[config.mk]
export PLATFORM = sky130hd
export DESIGN_NAME = cursor_clip_latch
export DESIGN_NICKNAME = d
export VERILOG_FILES = /design/src/rtl/cclip_pkg.sv /design/src/rtl/cclip_axis.sv /design/src/rtl/cclip_range.sv /design/src/rtl/cclip_latch.sv /design/src/rtl/cursor_clip_latch.sv
export SDC_FILE = /design/constraint.sdc
export NUM_CORES = 1
export LEC_CHECK = 0
export CORE_UTILIZATION = 50
export DETAILED_ROUTE_END_ITERATION = 6
export GPL_ROUTABILITY_DRIVEN = 0
export PLACE_DENSITY = 0.75
export SYNTH_ARGS = -nofsm -noshare
export SYNTH_HDL_FRONTEND = slang
export SYNTH_SLANG_ARGS = --single-unit
export TNS_END_PERCENT = 30
[constraint.sdc]
create_clock -name clk -period 17.7 [get_ports clk]
set_clock_uncertainty 0.2 [all_clocks]
set_input_delay 5.31 -clock clk [delete_from_list [all_inputs] [get_ports clk]]
set_output_delay 5.31 -clock clk [all_outputs]
set_load 0.05 [all_outputs]
[src/rtl/cclip_pkg.sv]
package cclip_pkg;
  localparam int unsigned DEF_POS_W  = 16;
  localparam int unsigned DEF_SZ_W   = 8;
  localparam int unsigned DEF_MAX    = 64;
  localparam int unsigned DEF_NARROW = 32;

  typedef enum logic [1:0] {
    AX_INSIDE    = 2'd0,
    AX_LOW_CLIP  = 2'd1,
    AX_HIGH_CLIP = 2'd2
  } axis_case_e;
endpackage

[src/rtl/cclip_axis.sv]
module cclip_axis
  import cclip_pkg::*;
#(
  parameter int unsigned POS_W = DEF_POS_W,
  parameter int unsigned SZ_W  = DEF_SZ_W
) (
  input  logic signed [POS_W-1:0] pos,
  input  logic        [SZ_W-1:0]  size,
  input  logic        [POS_W-1:0] limit,
  output logic        [POS_W-1:0] scr,
  output logic        [POS_W-1:0] off,
  output logic        [SZ_W-1:0]  vis,
  output axis_case_e              kind
);
  localparam int unsigned EW = POS_W + 2;

  logic signed [EW-1:0] p_e, lim_e, sz_e, neg_e, end_e, room_e;

  always_comb begin
    p_e    = {{2{pos[POS_W-1]}}, pos};
    lim_e  = {2'b00, limit};
    sz_e   = {{(EW-SZ_W){1'b0}}, size};
    neg_e  = -p_e;
    end_e  = p_e + sz_e;
    room_e = lim_e - p_e;
    scr    = '0;
    off    = '0;
    vis    = size;
    kind   = AX_INSIDE;
    if (p_e < 0) begin
      kind = AX_LOW_CLIP;
      off  = neg_e[POS_W-1:0];
      vis  = (neg_e >= sz_e) ? '0 : size - neg_e[SZ_W-1:0];
    end else if (end_e > lim_e) begin
      kind = AX_HIGH_CLIP;
      scr  = pos;
      vis  = (room_e <= 0) ? '0 : room_e[SZ_W-1:0];
    end else begin
      scr  = pos;
    end
  end
endmodule

[src/rtl/cclip_range.sv]
module cclip_range
  import cclip_pkg::*;
#(
  parameter int unsigned SZ_W   = DEF_SZ_W,
  parameter int unsigned MAXD   = DEF_MAX,
  parameter int unsigned NARROW = DEF_NARROW
) (
  input  logic [SZ_W-1:0] w,
  input  logic [SZ_W-1:0] h,
  output logic            bad
);
  localparam logic [SZ_W-1:0] MAX_V = SZ_W'(MAXD);
  localparam logic [SZ_W-1:0] NAR_V = SZ_W'(NARROW);

  always_comb begin
    bad = (w > MAX_V) || (h > MAX_V) || ((w > NAR_V) && (h > NAR_V));
  end
endmodule

[src/rtl/cclip_latch.sv]
module cclip_latch #(
  parameter int unsigned PW  = 32,
  parameter int unsigned STW = 26,
  parameter int unsigned RW  = 9
) (
  input  logic           clk,
  input  logic           rst_n,
  input  logic           acc,
  input  logic           bad,
  input  logic           empty,
  input  logic [PW-1:0]  new_pos,
  input  logic [PW-1:0]  new_size,
  input  logic [STW-1:0] new_start,
  input  logic [RW-1:0]  new_stride,
  input  logic           frame_done,
  output logic [PW-1:0]  live_pos,
  output logic [PW-1:0]  live_size,
  output logic           cur_en,
  output logic           pending,
  output logic           reload,
  output logic           size_err,
  output logic [STW-1:0] img_start,
  output logic [RW-1:0]  img_stride
);
  logic [PW-1:0] pend_pos, pend_size;

  always_ff @(posedge clk) begin
    if (!rst_n) begin
      pend_pos   <= '0;
      pend_size  <= '0;
      live_pos   <= '0;
      live_size  <= '0;
      cur_en     <= 1'b0;
      pending    <= 1'b0;
      reload     <= 1'b0;
      size_err   <= 1'b0;
      img_start  <= '0;
      img_stride <= '0;
    end else begin
      reload   <= 1'b0;
      size_err <= 1'b0;
      if (frame_done && pending) begin
        live_pos  <= pend_pos;
        live_size <= pend_size;
        cur_en    <= 1'b1;
        pending   <= 1'b0;
      end
      if (acc) begin
        if (bad) begin
          size_err <= 1'b1;
        end else if (empty) begin
          cur_en  <= 1'b0;
          pending <= 1'b0;
        end else begin
          if (new_size != pend_size) begin
            cur_en <= 1'b0;
            reload <= 1'b1;
          end
          pend_pos   <= new_pos;
          pend_size  <= new_size;
          img_start  <= new_start;
          img_stride <= new_stride;
          pending    <= 1'b1;
        end
      end
    end
  end

  // frame-done copies the pending update and enables the cursor
  a_r6_frame_copy: assert property (@(posedge clk) disable iff (!rst_n)
    frame_done && pending && !acc |=> cur_en && !pending &&
      live_pos == $past(pend_pos) && live_size == $past(pend_size));

  // the enable only rises after a frame-done pulse
  a_r6_rise_on_frame: assert property (@(posedge clk) disable iff (!rst_n)
    $rose(cur_en) |-> $past(frame_done));

  // a refused request leaves the state alone
  a_r9_reject_keeps: assert property (@(posedge clk) disable iff (!rst_n)
    acc && bad && !frame_done |=> size_err && $stable(cur_en) &&
      $stable(pending) && $stable(live_pos) && $stable(live_size));

  // an empty request disables at once
  a_r5_empty_off: assert property (@(posedge clk) disable iff (!rst_n)
    acc && !bad && empty |=> !cur_en && !pending);

  // a new visible size disables and requests reload
  a_r7_resize: assert property (@(posedge clk) disable iff (!rst_n)
    acc && !bad && !empty && new_size != pend_size |=> !cur_en && reload && pending);
endmodule

[src/rtl/cursor_clip_latch.sv]
module cursor_clip_latch
  import cclip_pkg::*;
#(
  parameter int unsigned POS_W  = DEF_POS_W,
  parameter int unsigned SZ_W   = DEF_SZ_W,
  parameter int unsigned MAXD   = DEF_MAX,
  parameter int unsigned NARROW = DEF_NARROW,
  localparam int unsigned PW    = 2 * POS_W,
  localparam int unsigned RW    = SZ_W + 1,
  localparam int unsigned STW   = POS_W + SZ_W + 2
) (
  input  logic                    clk,
  input  logic                    rst_n,
  input  logic                    req_valid,
  output logic                    req_ready,
  input  logic signed [POS_W-1:0] req_x,
  input  logic signed [POS_W-1:0] req_y,
  input  logic        [SZ_W-1:0]  req_w,
  input  logic        [SZ_W-1:0]  req_h,
  input  logic                    req_img,
  input  logic        [POS_W-1:0] disp_w,
  input  logic        [POS_W-1:0] disp_h,
  input  logic                    interlaced,
  input  logic                    frame_done,
  output logic        [PW-1:0]    live_pos,
  output logic        [PW-1:0]    live_size,
  output logic                    cur_en,
  output logic                    pending,
  output logic                    reload,
  output logic        [STW-1:0]   img_start,
  output logic        [RW-1:0]    img_stride,
  output logic                    size_err
);
  logic [POS_W-1:0] scr_x, scr_y, off_x, off_y, scr_y_f;
  logic [SZ_W-1:0]  vis_w, vis_h, vis_h_f;
  logic [RW-1:0]    stride;
  logic [STW-1:0]   start;
  logic [PW-1:0]    pos_pk, size_pk;
  logic             bad, empty, acc;
  axis_case_e       kind_x, kind_y;

  assign req_ready = 1'b1;
  assign acc       = req_valid & req_ready;

  cclip_axis #(.POS_W(POS_W), .SZ_W(SZ_W)) u_ax_x (
    .pos(req_x), .size(req_w), .limit(disp_w),
    .scr(scr_x), .off(off_x), .vis(vis_w), .kind(kind_x));

  cclip_axis #(.POS_W(POS_W), .SZ_W(SZ_W)) u_ax_y (
    .pos(req_y), .size(req_h), .limit(disp_h),
    .scr(scr_y), .off(off_y), .vis(vis_h), .kind(kind_y));

  cclip_range #(.SZ_W(SZ_W), .MAXD(MAXD), .NARROW(NARROW)) u_range (
    .w(req_w), .h(req_h), .bad(bad));

  always_comb begin
    scr_y_f = interlaced ? (scr_y >> 1) : scr_y;
    vis_h_f = interlaced ? (vis_h >> 1) : vis_h;
    stride  = interlaced ? {req_w, 1'b0} : {1'b0, req_w};
    start   = STW'(off_y) * STW'(stride) + STW'(off_x);
    empty   = !req_img || (vis_w == '0) || (vis_h_f == '0);
    pos_pk  = {scr_y_f, scr_x};
    size_pk = {{(POS_W-SZ_W){1'b0}}, vis_h_f, {(POS_W-SZ_W){1'b0}}, vis_w};
  end

  cclip_latch #(.PW(PW), .STW(STW), .RW(RW)) u_latch (
    .clk(clk), .rst_n(rst_n), .acc(acc), .bad(bad), .empty(empty),
    .new_pos(pos_pk), .new_size(size_pk), .new_start(start), .new_stride(stride),
    .frame_done(frame_done), .live_pos(live_pos), .live_size(live_size),
    .cur_en(cur_en), .pending(pending), .reload(reload), .size_err(size_err),
    .img_start(img_start), .img_stride(img_stride));

  // clipping never enlarges the cursor
  a_r3_vis_bound: assert property (@(posedge clk) disable iff (!rst_n)
    req_valid |-> vis_w <= req_w && vis_h <= req_h);

  // a low-edge clip always places the cursor at screen 0
  a_r1_low_edge: assert property (@(posedge clk) disable iff (!rst_n)
    req_valid && kind_x == AX_LOW_CLIP |-> scr_x == '0);

  // an accepted good visible request becomes pending
  a_r10_pending: assert property (@(posedge clk) disable iff (!rst_n)
    acc && !bad && !empty |=> pending);

  // a high-edge clip keeps the requested y and no offset
  a_r2_high_edge: assert property (@(posedge clk) disable iff (!rst_n)
    req_valid && kind_y == AX_HIGH_CLIP |-> off_y == '0 && scr_y == req_y);
endmodule

Word level (Yosys, flattened, before mapping) --
Index checks and enable logic that the tools add are counted. W data, S select, Z words.
Word-level totals: flip-flop bits (word level) 135, output and inout port bits 104, word-level logic and storage cells 75
Operators by class: add/sub/neg operators 9, $mul 1, magnitude comparators 12, eq/ne operators 1, multiplexer cells 26, bitwise operators 4, reductions and logical operators 12
Operators with widths (number):
- $mux W16 | 5
- $mux W8 | 9
- $ge A18 B9 Y1 | 2
- $gt A18 B17 Y1 | 2
- $le A18 B1 Y1 const B | 2
- $neg A16 Y18 | 2
- $sub A17 B16 Y18 | 2
- $add A16 B9 Y17 | 2
- $lt A16 B1 Y1 const B | 2
- $add A25 B16 Y26 | 1
- $mul A16 B9 Y25 | 1
- $gt A8 B6 Y1 const B | 2
- $gt A8 B7 Y1 const B | 2
- $logic_not A8 Y1 | 2
- $ne A16 B16 Y1 | 1
- $sub A8 B8 Y8 | 2
- $mux W1 | 11
- $mux W9 | 1
- $logic_or A1 B1 Y1 | 4
- $not A1 Y1 | 4
- $reduce_or A4 Y1 | 1
- $reduce_and A3 Y1 | 1
- $logic_and A1 B1 Y1 | 2
- $reduce_and A2 Y1 | 1
- $logic_not A1 Y1 | 1

Logic depth before layout (Yosys ltp) --
Gate-level depths: netlist of run 1.
word-level depth 11, mapped depth 31, mapped depth without buffers 31

Cells and area by module --
From an unflattened synthesis of run 1, not the netlist that was laid out.
Second synthesis, totals: cell total of the unflattened synthesis 2183, area total of the unflattened synthesis 17421.7 µm²
Modules (own cells, without submodules):
- cclip_latch | times used 1, cells an instance 764, area an instance 6527.5 µm², sequential area each 3343.2 µm²
- cursor_clip_latch | times used 1, cells an instance 682, area an instance 5735.5 µm², sequential area each 0.0 µm²
- cclip_axis at u_ax_x | times used 1, cells an instance 367, area an instance 2582.5 µm², sequential area each 0.0 µm²
- cclip_axis at u_ax_y | times used 1, cells an instance 359, area an instance 2499.9 µm², sequential area each 0.0 µm²
- cclip_range | times used 1, cells an instance 11, area an instance 76.3 µm², sequential area each 0.0 µm²

Worst setup path before layout of run 1 --
No wires, ideal clock.
kind input-to-reg, start in interlaced, end reg u_latch.img_start[22], library setup time 0.070 ns, arrival time 11.868 ns, path slack 5.561 ns, stages 27, path buffers 4, path through clkbuf_1 -> buf_1 -> clkbuf_1 -> nand2_1 -> o21ai_1 -> clkbuf_1 -> nand2_1 -> fa_1 -> inv_1 -> fa_1 -> fa_1 -> fa_1 -> inv_1 -> fa_1 -> inv_1 -> ha_1 -> and3_1 -> a211oi_1 -> o211a_1 -> a21oi_1 -> a41oi_1 -> a2111oi_0 -> a211oi_1 -> nor2b_1 -> xnor2_1 -> nand2_1 -> a21oi_1
Between the ends: word-level cells in the longest chain between the ends 5, elaborated cells on any way between the ends 8
RTL lines:
- start, declared | line cursor_clip_latch.sv:23 | input logic interlaced,
- parallel branches: the longest is 5 deep, another holds $add A25 B16 Y26
- end signal, assigned | line cclip_latch.sv:61 | img_start <= new_start;
- end, declared | line cclip_latch.sv:22 | output logic [STW-1:0] img_start,
Parallel ways; which one is timed is not known. A chain may end at the register's enable or synchronous reset.

Worst setup path after layout of run 1 --
start in req_y[0], end reg u_latch.img_start[25]
Between the ends: word-level cells in the longest chain between the ends 10, elaborated cells on any way between the ends 20
RTL lines:
- start, declared | line cursor_clip_latch.sv:17 | input logic signed [POS_W-1:0] req_y,
- parallel branches: the longest is 10 deep, another holds $add A25 B16 Y26
Parallel ways; which one is timed is not known.

==> flow_summary.ini, run 1 <==
[run_status]
status = finished, final reports clean

[sta]
setup_viol = 0
min_period_ns = 13.36
layout_worst_path_cycle_share_pct = 75.5
relSlewSlack_pct = 18.8
tightest_slew_ns = 1.21
tns_ns = 0
hold_viol = 0
rsz0062_at_grt = false
final_max_slew_viol_count = 0
max_clock_freq_mhz = 74.9

[critical_path]
worstPathRequired_ns = 17.79
arrival_ns = 13.44
cpPeakStageDelay_ns = 0.62
path_max_fanout = 9
path_class = in -> reg
crit_buf_inv = 5
cpMaxStageDelayCell = clkdlybuf4s50_1
cp-end-kind = flip-flop
cpMostUsedCell = fa_1
crit_family = adder cells
critPathLaunchType = primary input

[yosys]
syn_inst = 2176
synth-adder-area-share_pct = 28.1
synth_warnings = 0
synth-edff-count = 0
synth_simple_gate_area_share_pct = 23.0
synth_top_family_by_area = adder cells
synth_area_per_cell_um2 = 7.54
synth-compound-area-share_pct = 18.3
seq_area_frac_synth_pct = 16.0
synth_seq_cells = 131
syn_area_um2 = 16400
ys_types = 84
synth_xor_area_share_pct = 5.18
synth.area.mux_share_pct = 0.618
async_reset_ff_share_pct = 0
ys.flop_type = dfxtp_1

[cells_and_area]
drive_gt1_share_pct = 4.33
area_growth_pct = 15.6
final_common_cell = nand2_1
final_cell_mix = nand2_1, inv_1, nor2_1
nNetsFinal = 2682
diodes = 0
fin_area_um2 = 19000

[floorplanning]
initial_core_util_pct = 51.4
rows = 65
io_pins = 190
fp.dieH_um = 183
fp.dieArea_um2 = 33500
fp.dieW_um = 183
core_um2 = 31900

[grt]
antenna_found_initial = 0
first_global_vias = 16000
grt_max_degree = 85
overflow = 0
track_usage_pct = 29.7
grt_pass1_wl_mm = 79.8

[placement]
dp_hpwl_mm = 39.1
io_buffers = 170
placed_cell_area_um2 = 18300

[hold_path]
hold_path.class = reg -> reg

[cts]
hold_buffers = 0
postCtsSetupRepairBufs = 0
cts_sinks = 131
clockBufferDepth = 2
cts_tree = yes
numCtsBuffers = 17
cts_resized = 0
clk_pin_slew_ns = 0.06
clock-root-buffer = clkbuf_16
insertion_delay_ns = 0.43
h-tree-depth = 4

[power]
p_sw_w = 0.000531
combPwrFrac_pct = 48.9
sw_frac_of_total_pct = 40.9
seqPwrFrac_pct = 22.9
p_int_w = 0.000767
leakagePower_nw = 8.32
power_density_nw_per_um2 = 68.5
ir_worst_vdd_v = 0.0000661
p_clk_share_pct = 28.2

[route]
dr.pass1.iters = 6
drc_errors = 0
wire_per_inst_um = 18.0
ant_nets = 0
viasPerCell = 5.86
routed_wl_mm = 49.3
num_vias = 16100
drt-initial-drc-count = 1414

[job]
drv_cap = 0
-- worst min-delay path, stage by stage (launching register included) --
cell and delay [ns]:
dfxtp_1 0.31, nand2_1 0.05, a21oi_1 0.05
-- routing by layer --
layer	global-route usage (%)	vias to the layer above	wire length (um)
li1	-	7561	-
met1	36.1	7637	19600
met2	50.3	727	23500
met3	4.77	168	3750
met4	16.4	0	2540
met5	0	-	0
-- kinds of logic (layout without fill, tap and decap cells) --
family / Yosys count / in the layout
simple gates: 818 / 818
compound gates: 470 / 470
buf+inv: 351 / 470
fa+ha+maj: 297 / 297
flops: 131 / 131
xor+xnor: 97 / 97
mux: 10 / 10
other cells: 2 / 19
-- area by class of cell --
cell class              instances  area (um^2)
clock buffers                  18          439
flip-flops and latches        131         2620
fillers                      2962        12900
well taps                     435          544
clock inverters                14          165
inverters                     251          945
multi-input cells            1711        12400
repair buffers                187         1820
-- synth_stat cells, types with 22 or more instances --
| master | count | share of area, % |
|---|---|---|
| a211oi_1 | 31 | 1.4 |
| a21o_1 | 23 | 1.1 |
| a21oi_1 | 171 | 5.2 |
| clkbuf_1 | 57 | 1.3 |
| dfxtp_1 | 131 | 16 |
| fa_1 | 118 | 14 |
| ha_1 | 179 | 14 |
| inv_1 | 248 | 5.7 |
| nand2_1 | 317 | 7.3 |
| nand2b_1 | 22 | 0.84 |
| nand3_1 | 73 | 2.2 |
| nor2_1 | 199 | 4.6 |
| nor3_1 | 58 | 1.8 |
| o21ai_0 | 81 | 2.5 |
| xnor2_1 | 79 | 4.2 |
-- power groups by stage --
| stage | sequential (W) | combinational, W | clock (W) |
|---|---|---|---|
| global route | 0.000297 | 0.000711 | 0.000384 |
| global placement | 0.000304 | 0.000604 | 0 |
| floorplan | 0.000306 | 0.000468 | 0 |
| finish | 0.000297 | 0.000635 | 0.000366 |
| detailed placement | 0.000304 | 0.000622 | 0 |
| CTS | 0.000297 | 0.000627 | 0.000372 |
-- path summary, 6_finish.rpt --
path	start	end	slack, ns	depth (start not counted)
worst max register to register	u_latch.pend_size[4]	u_latch.reload	14.73	9
worst min register to register	u_latch.pend_pos[5]	u_latch.pend_pos[5]	0.25	2
worst max-delay path	req_y[0]	u_latch.img_start[25]	4.34	29
worst min-delay path	u_latch.pend_pos[5]	u_latch.pend_pos[5]	0.25	2
-- stage by stage --
step | power [W] | setup slack [ns] | cells | util (%) | hold slack [ns]
6_report | 0.00130 | 4.34 | 2747 | 59.5 | 0.253
3_5_place_dp | 0.000925 | 4.03 | 2715 | 57.6 | 0.245
2_1_floorplan | 0.000775 | 5.56 | 2193 | - | 0.232
5_1_grt | 0.00139 | 3.92 | 2747 | 59.5 | 0.269
4_1_cts | 0.00130 | 4.46 | 2747 | 59.5 | 0.255
3_3_place_gp | 0.000908 | 4.26 | 2715 | 57.6 | 0.240
-- flip-flops by register name, summed over array words and instances (netlist names) --
name                count
u_latch.img_start      26
u_latch.pending         1
u_latch.pend_pos       30
u_latch.pend_size      16
u_latch.reload          1
u_latch.live_size      16
u_latch.live_pos       30
u_latch.size_err        1
u_latch.cur_en          1
u_latch.img_stride      9
No activity file was read; power rests on OpenSTA's default activity.
==> run 2: changes to the inputs <==
--- a/config.mk
+++ b/config.mk
@@ -8,7 +8,7 @@
 export CORE_UTILIZATION = 50
 export DETAILED_ROUTE_END_ITERATION = 6
 export GPL_ROUTABILITY_DRIVEN = 0
-export PLACE_DENSITY = 0.75
+export PLACE_DENSITY = 0.78
 export SYNTH_ARGS = -nofsm -noshare
 export SYNTH_HDL_FRONTEND = slang
 export SYNTH_SLANG_ARGS = --single-unit
==> constraint.sdc (replaced) <==
create_clock -name clk -period 12.2 [get_ports clk]
set_clock_uncertainty 0.2 [all_clocks]
set_input_delay 3.66 -clock clk [delete_from_list [all_inputs] [get_ports clk]]
set_output_delay 3.66 -clock clk [all_outputs]
set_load 0.05 [all_outputs]
==> flow_summary.ini, run 2 (synthesis results as in run 1) <==
[critical_path]
cp-end-kind = flip-flop
path_class = in -> reg
reg2regPathDepth = 9
worstPathRequired_ns = 12.28
arrival_ns = 11.42
cpPeakStageDelay_ns = 0.61
critPathLaunchType = primary input
cpMaxStageDelayCell = clkdlybuf4s50_1
path_max_fanout = 9
cpMostUsedCell = fa_1

[floorplanning]
core_um2 = 31900
rows = 65
initial_core_util_pct = 51.4
fp.dieW_um = 183
fp.dieH_um = 183
io_pins = 190
fp.dieArea_um2 = 33500

[sta]
max_clock_freq_mhz = 88.3
setup_viol = 0
hold_viol = 0
min_period_ns = 11.33
layout_worst_path_cycle_share_pct = 92.9
rsz0062_at_grt = false
tns_ns = 0
worst_slack_ns = 0.869
relSlewSlack_pct = 25.8
final_max_slew_viol_count = 0
tightest_slew_ns = 1.11

[cts]
clk_pin_slew_ns = 0.07
h-tree-depth = 4
clock-root-buffer = clkbuf_16
numCtsBuffers = 17
cts_resized = 0
hold_buffers = 0
cts_sinks = 131
insertion_delay_ns = 0.44
cts_tree = yes
postCtsSetupRepairBufs = 0
clockBufferDepth = 2

[grt]
grt_max_degree = 94
track_usage_pct = 29.6
first_global_vias = 16000
overflow = 0
grt_pass1_wl_mm = 79.3
antenna_found_initial = 0

[power]
ir_worst_vdd_v = 0.0000935
power_density_nw_per_um2 = 100
leakagePower_nw = 8.35
totalPowerFinal_w = 0.00190

[placement]
dp_hpwl_mm = 38.9
io_buffers = 170
placed_cell_area_um2 = 18400
place_ws_ns = 0.546

[cells_and_area]
fin_util_pct = 59.6
drive_gt1_share_pct = 4.49
area_growth_pct = 15.9
final_cell_mix = nand2_1, inv_1, nor2_1
reg_top3 = u_latch.live_pos x30, u_latch.pend_pos x30, u_latch.img_start x26
diodes = 0
nNetsFinal = 2687
final_common_cell = nand2_1
fin_area_um2 = 19000

[route]
wire_per_inst_um = 17.8
viasPerCell = 5.89
routed_wl_mm = 49.1
drc_errors = 0
num_vias = 16200
drt-initial-drc-count = 1580
ant_nets = 0
dr.pass1.iters = 5

[hold_path]
hold_path.class = reg -> reg
hold_depth = 2

[run_status]
status = finished, final reports clean

[job]
drv_cap = 0
## run 2: cell count changes in the layout (fill, tap and decap cells not counted), sizes merged
cell,previous run,this run
buf,18,23
bufinv,2,3
clkinv,6,4
clkinvlp,1,3
inv,256,255
## run 2: where the power goes
part	switching, W	internal (W)	leakage, nW
logic	0.000549	0.000372	6.99
clock network	0.000220	0.000333	0.298
registers	0.00000141	0.000429	1.06
## run 2: path summary, 6_finish.rpt
kind | from | slack, ns | endpoint
setup / recovery | req_y[0] | 0.87 | u_latch.img_start[25]
hold / removal | u_latch.img_start[24] | 0.25 | u_latch.img_start[24]
setup reg to reg | u_latch.pend_size[4] | 9.25 | u_latch.reload
hold reg to reg | u_latch.img_start[24] | 0.25 | u_latch.img_start[24]
## run 2: layout make-up
| type | count | area, um^2 |
|---|---|---|
| Fill cell | 2864 | 12900 |
| Multi-Input combinational cell | 1711 | 12400 |
| Sequential cell | 131 | 2620 |
| Timing Repair Buffer | 192 | 1860 |
| Inverter | 251 | 945 |
| Tap cell | 435 | 544 |
| Clock buffer | 18 | 439 |
| Clock inverter | 14 | 190 |
## run 2: critical path: cells and delay by family
family,cells,cell delay (ns)
adders and majority gates,7,3.09
AOI/OAI and AO/OA,8,1.79
and+or+nand+nor,7,1.45
buffers and inverters,5,0.99
xor gates and xnor gates,2,0.42
## run 2: metrics by stage
stage	hold slack, ns	instances
after global placement	0.241	2720
after CTS	0.253	2752
after global routing	0.260	2752
after detailed placement	0.245	2720
after floorplan	0.232	2193
final	0.249	2752
## run 2: per-layer routing
metal  track usage (%)  vias up  wire length, um
li1                  -     7564                -
met1              36.3     7661            19400
met2              50.1      807            23300
met3              5.18      166             4110
met4              14.8        0             2340
met5                 0        -                0
==> run 3: changes to the inputs <==
--- a/config.mk
+++ b/config.mk
@@ -7,8 +7,10 @@
 export LEC_CHECK = 0
 export CORE_UTILIZATION = 50
 export DETAILED_ROUTE_END_ITERATION = 6
+export DONT_BUFFER_PORTS = 1
 export GPL_ROUTABILITY_DRIVEN = 0
-export PLACE_DENSITY = 0.78
+export PLACE_DENSITY = 0.71
+export SKIP_CTS_REPAIR_TIMING = 1
 export SYNTH_ARGS = -nofsm -noshare
 export SYNTH_HDL_FRONTEND = slang
 export SYNTH_SLANG_ARGS = --single-unit
==> flow_summary.ini, run 3 (synthesis results as in run 1) <==
[sta]
max_clock_freq_mhz = 94.6
relSlewSlack_pct = 32.1
hold_ws_ns = 0.252
tns_ns = 0
layout_worst_path_cycle_share_pct = 86.7
final_max_slew_viol_count = 0
min_period_ns = 10.57
setup_viol = 0
rsz0062_at_grt = false
hold_viol = 0
tightest_slew_ns = 1.02

[cts]
cts_sinks = 131
clock-root-buffer = clkbuf_16
numCtsBuffers = 17
cts_tree = yes
insertion_delay_ns = 0.44
h-tree-depth = 4
clockBufferDepth = 2
clk_pin_slew_ns = 0.06

[hold_path]
hold_path.class = reg -> reg

[route]
ant_nets = 0
routed_wl_mm = 47.6
drt-initial-drc-count = 1218
num_vias = 15200
drc_errors = 0
wire_per_inst_um = 18.5
viasPerCell = 5.92
dr.pass1.iters = 5

[critical_path]
cpMaxStageDelayCell = fa_1
cpPeakStageDelay_ns = 0.54
cp-end-kind = flip-flop
path_class = in -> reg
arrival_ns = 10.65
worstPathRequired_ns = 12.28
critPathLaunchType = primary input
path_max_fanout = 6
cpMostUsedCell = fa_1

[floorplanning]
io_pins = 190
fp.dieArea_um2 = 33500
core_um2 = 31900
fp.dieW_um = 183
rows = 65
fp.dieH_um = 183
initial_core_util_pct = 51.4

[cells_and_area]
diodes = 0
final_common_cell = nand2_1
nNetsFinal = 2508
final_cell_mix = nand2_1, inv_1, nor2_1
drive_gt1_share_pct = 4.40
area_growth_pct = 5.05
reg_top3 = u_latch.live_pos x30, u_latch.pend_pos x30, u_latch.img_start x26

[power]
leakagePower_nw = 7.67
power_density_nw_per_um2 = 106
ir_worst_vdd_v = 0.0000949

[grt]
grt_pass1_wl_mm = 76.9
antenna_found_initial = 0
overflow = 0
grt_max_degree = 86
track_usage_pct = 28.9
first_global_vias = 14900

[job]
drv_cap = 0

[placement]
dp_hpwl_mm = 37.6
io_buffers = 0

[run_status]
status = finished, final reports clean
==> run 3: cell count changes in the layout (fill, tap and decap cells not counted), sizes merged <==
cell,delta
buf,-10
bufinv,-1
clkdlybuf4s50,-169
clkinv,+1
==> run 3: worst max-delay path: cells and delay by family <==
family          cells  cell delay (ns)
fa+ha+maj           7             3.06
compound gates      8             1.77
simple gates        7             1.47
xor+xnor            2             0.40
buf+inv             4             0.28
==> run 3: area by class of cell <==
class                   count  area [um^2]
fillers                  3094        14700
repair buffers             13         97.6
well taps                 435          544
flip-flops and latches    131         2620
inverters                 251          945
clock buffers              18          429
multi-input cells        1711        12400
clock inverters            14          171
==> run 3: through the flow <==
stage | cell area (um^2) | setup slack (ns) | instances | total power (W) | utilization [%]
2_1_floorplan | 16500 | 1.71 | 2193 | 0.00112 | -
3_3_place_gp | 16600 | 1.38 | 2541 | 0.00126 | 52.1
3_5_place_dp | 16600 | 1.25 | 2541 | 0.00128 | 52.1
4_1_cts | 17200 | 1.67 | 2573 | 0.00182 | 54.0
5_1_grt | 17200 | 0.979 | 2573 | 0.00196 | 54.0
6_report | 17200 | 1.63 | 2573 | 0.00182 | 54.0
==> run 3: path summary, 6_finish.rpt <==
check	slack [ns]	cells past startpoint	end	startpoint
setup / recovery	1.63	28	u_latch.img_start[25]	req_y[1]
setup reg to reg	9.28	9	u_latch.reload	u_latch.pend_size[4]
hold / removal	0.25	2	u_latch.pend_pos[1]	u_latch.pend_pos[1]
hold reg to reg	0.25	2	u_latch.pend_pos[1]	u_latch.pend_pos[1]
==> run 3: report_power, final <==
group | internal [W] | leakage (nW) | switching (W)
sequential | 0.000429 | 1.06 | 0.00000582
combinational | 0.000345 | 6.33 | 0.000500
clock | 0.000309 | 0.285 | 0.000229
total | 0.00108 | 7.67 | 0.000735
==> run 3: metal layers <==
| metal | vias to the layer above | wire length [um] | track usage [%] |
|---|---|---|---|
| li1 | 7221 | - | - |
| met1 | 7251 | 19200 | 35.9 |
| met2 | 637 | 22800 | 49.7 |
| met3 | 113 | 4000 | 5.16 |
| met4 | 0 | 1670 | 11.4 |
| met5 | - | 0 | 0 |
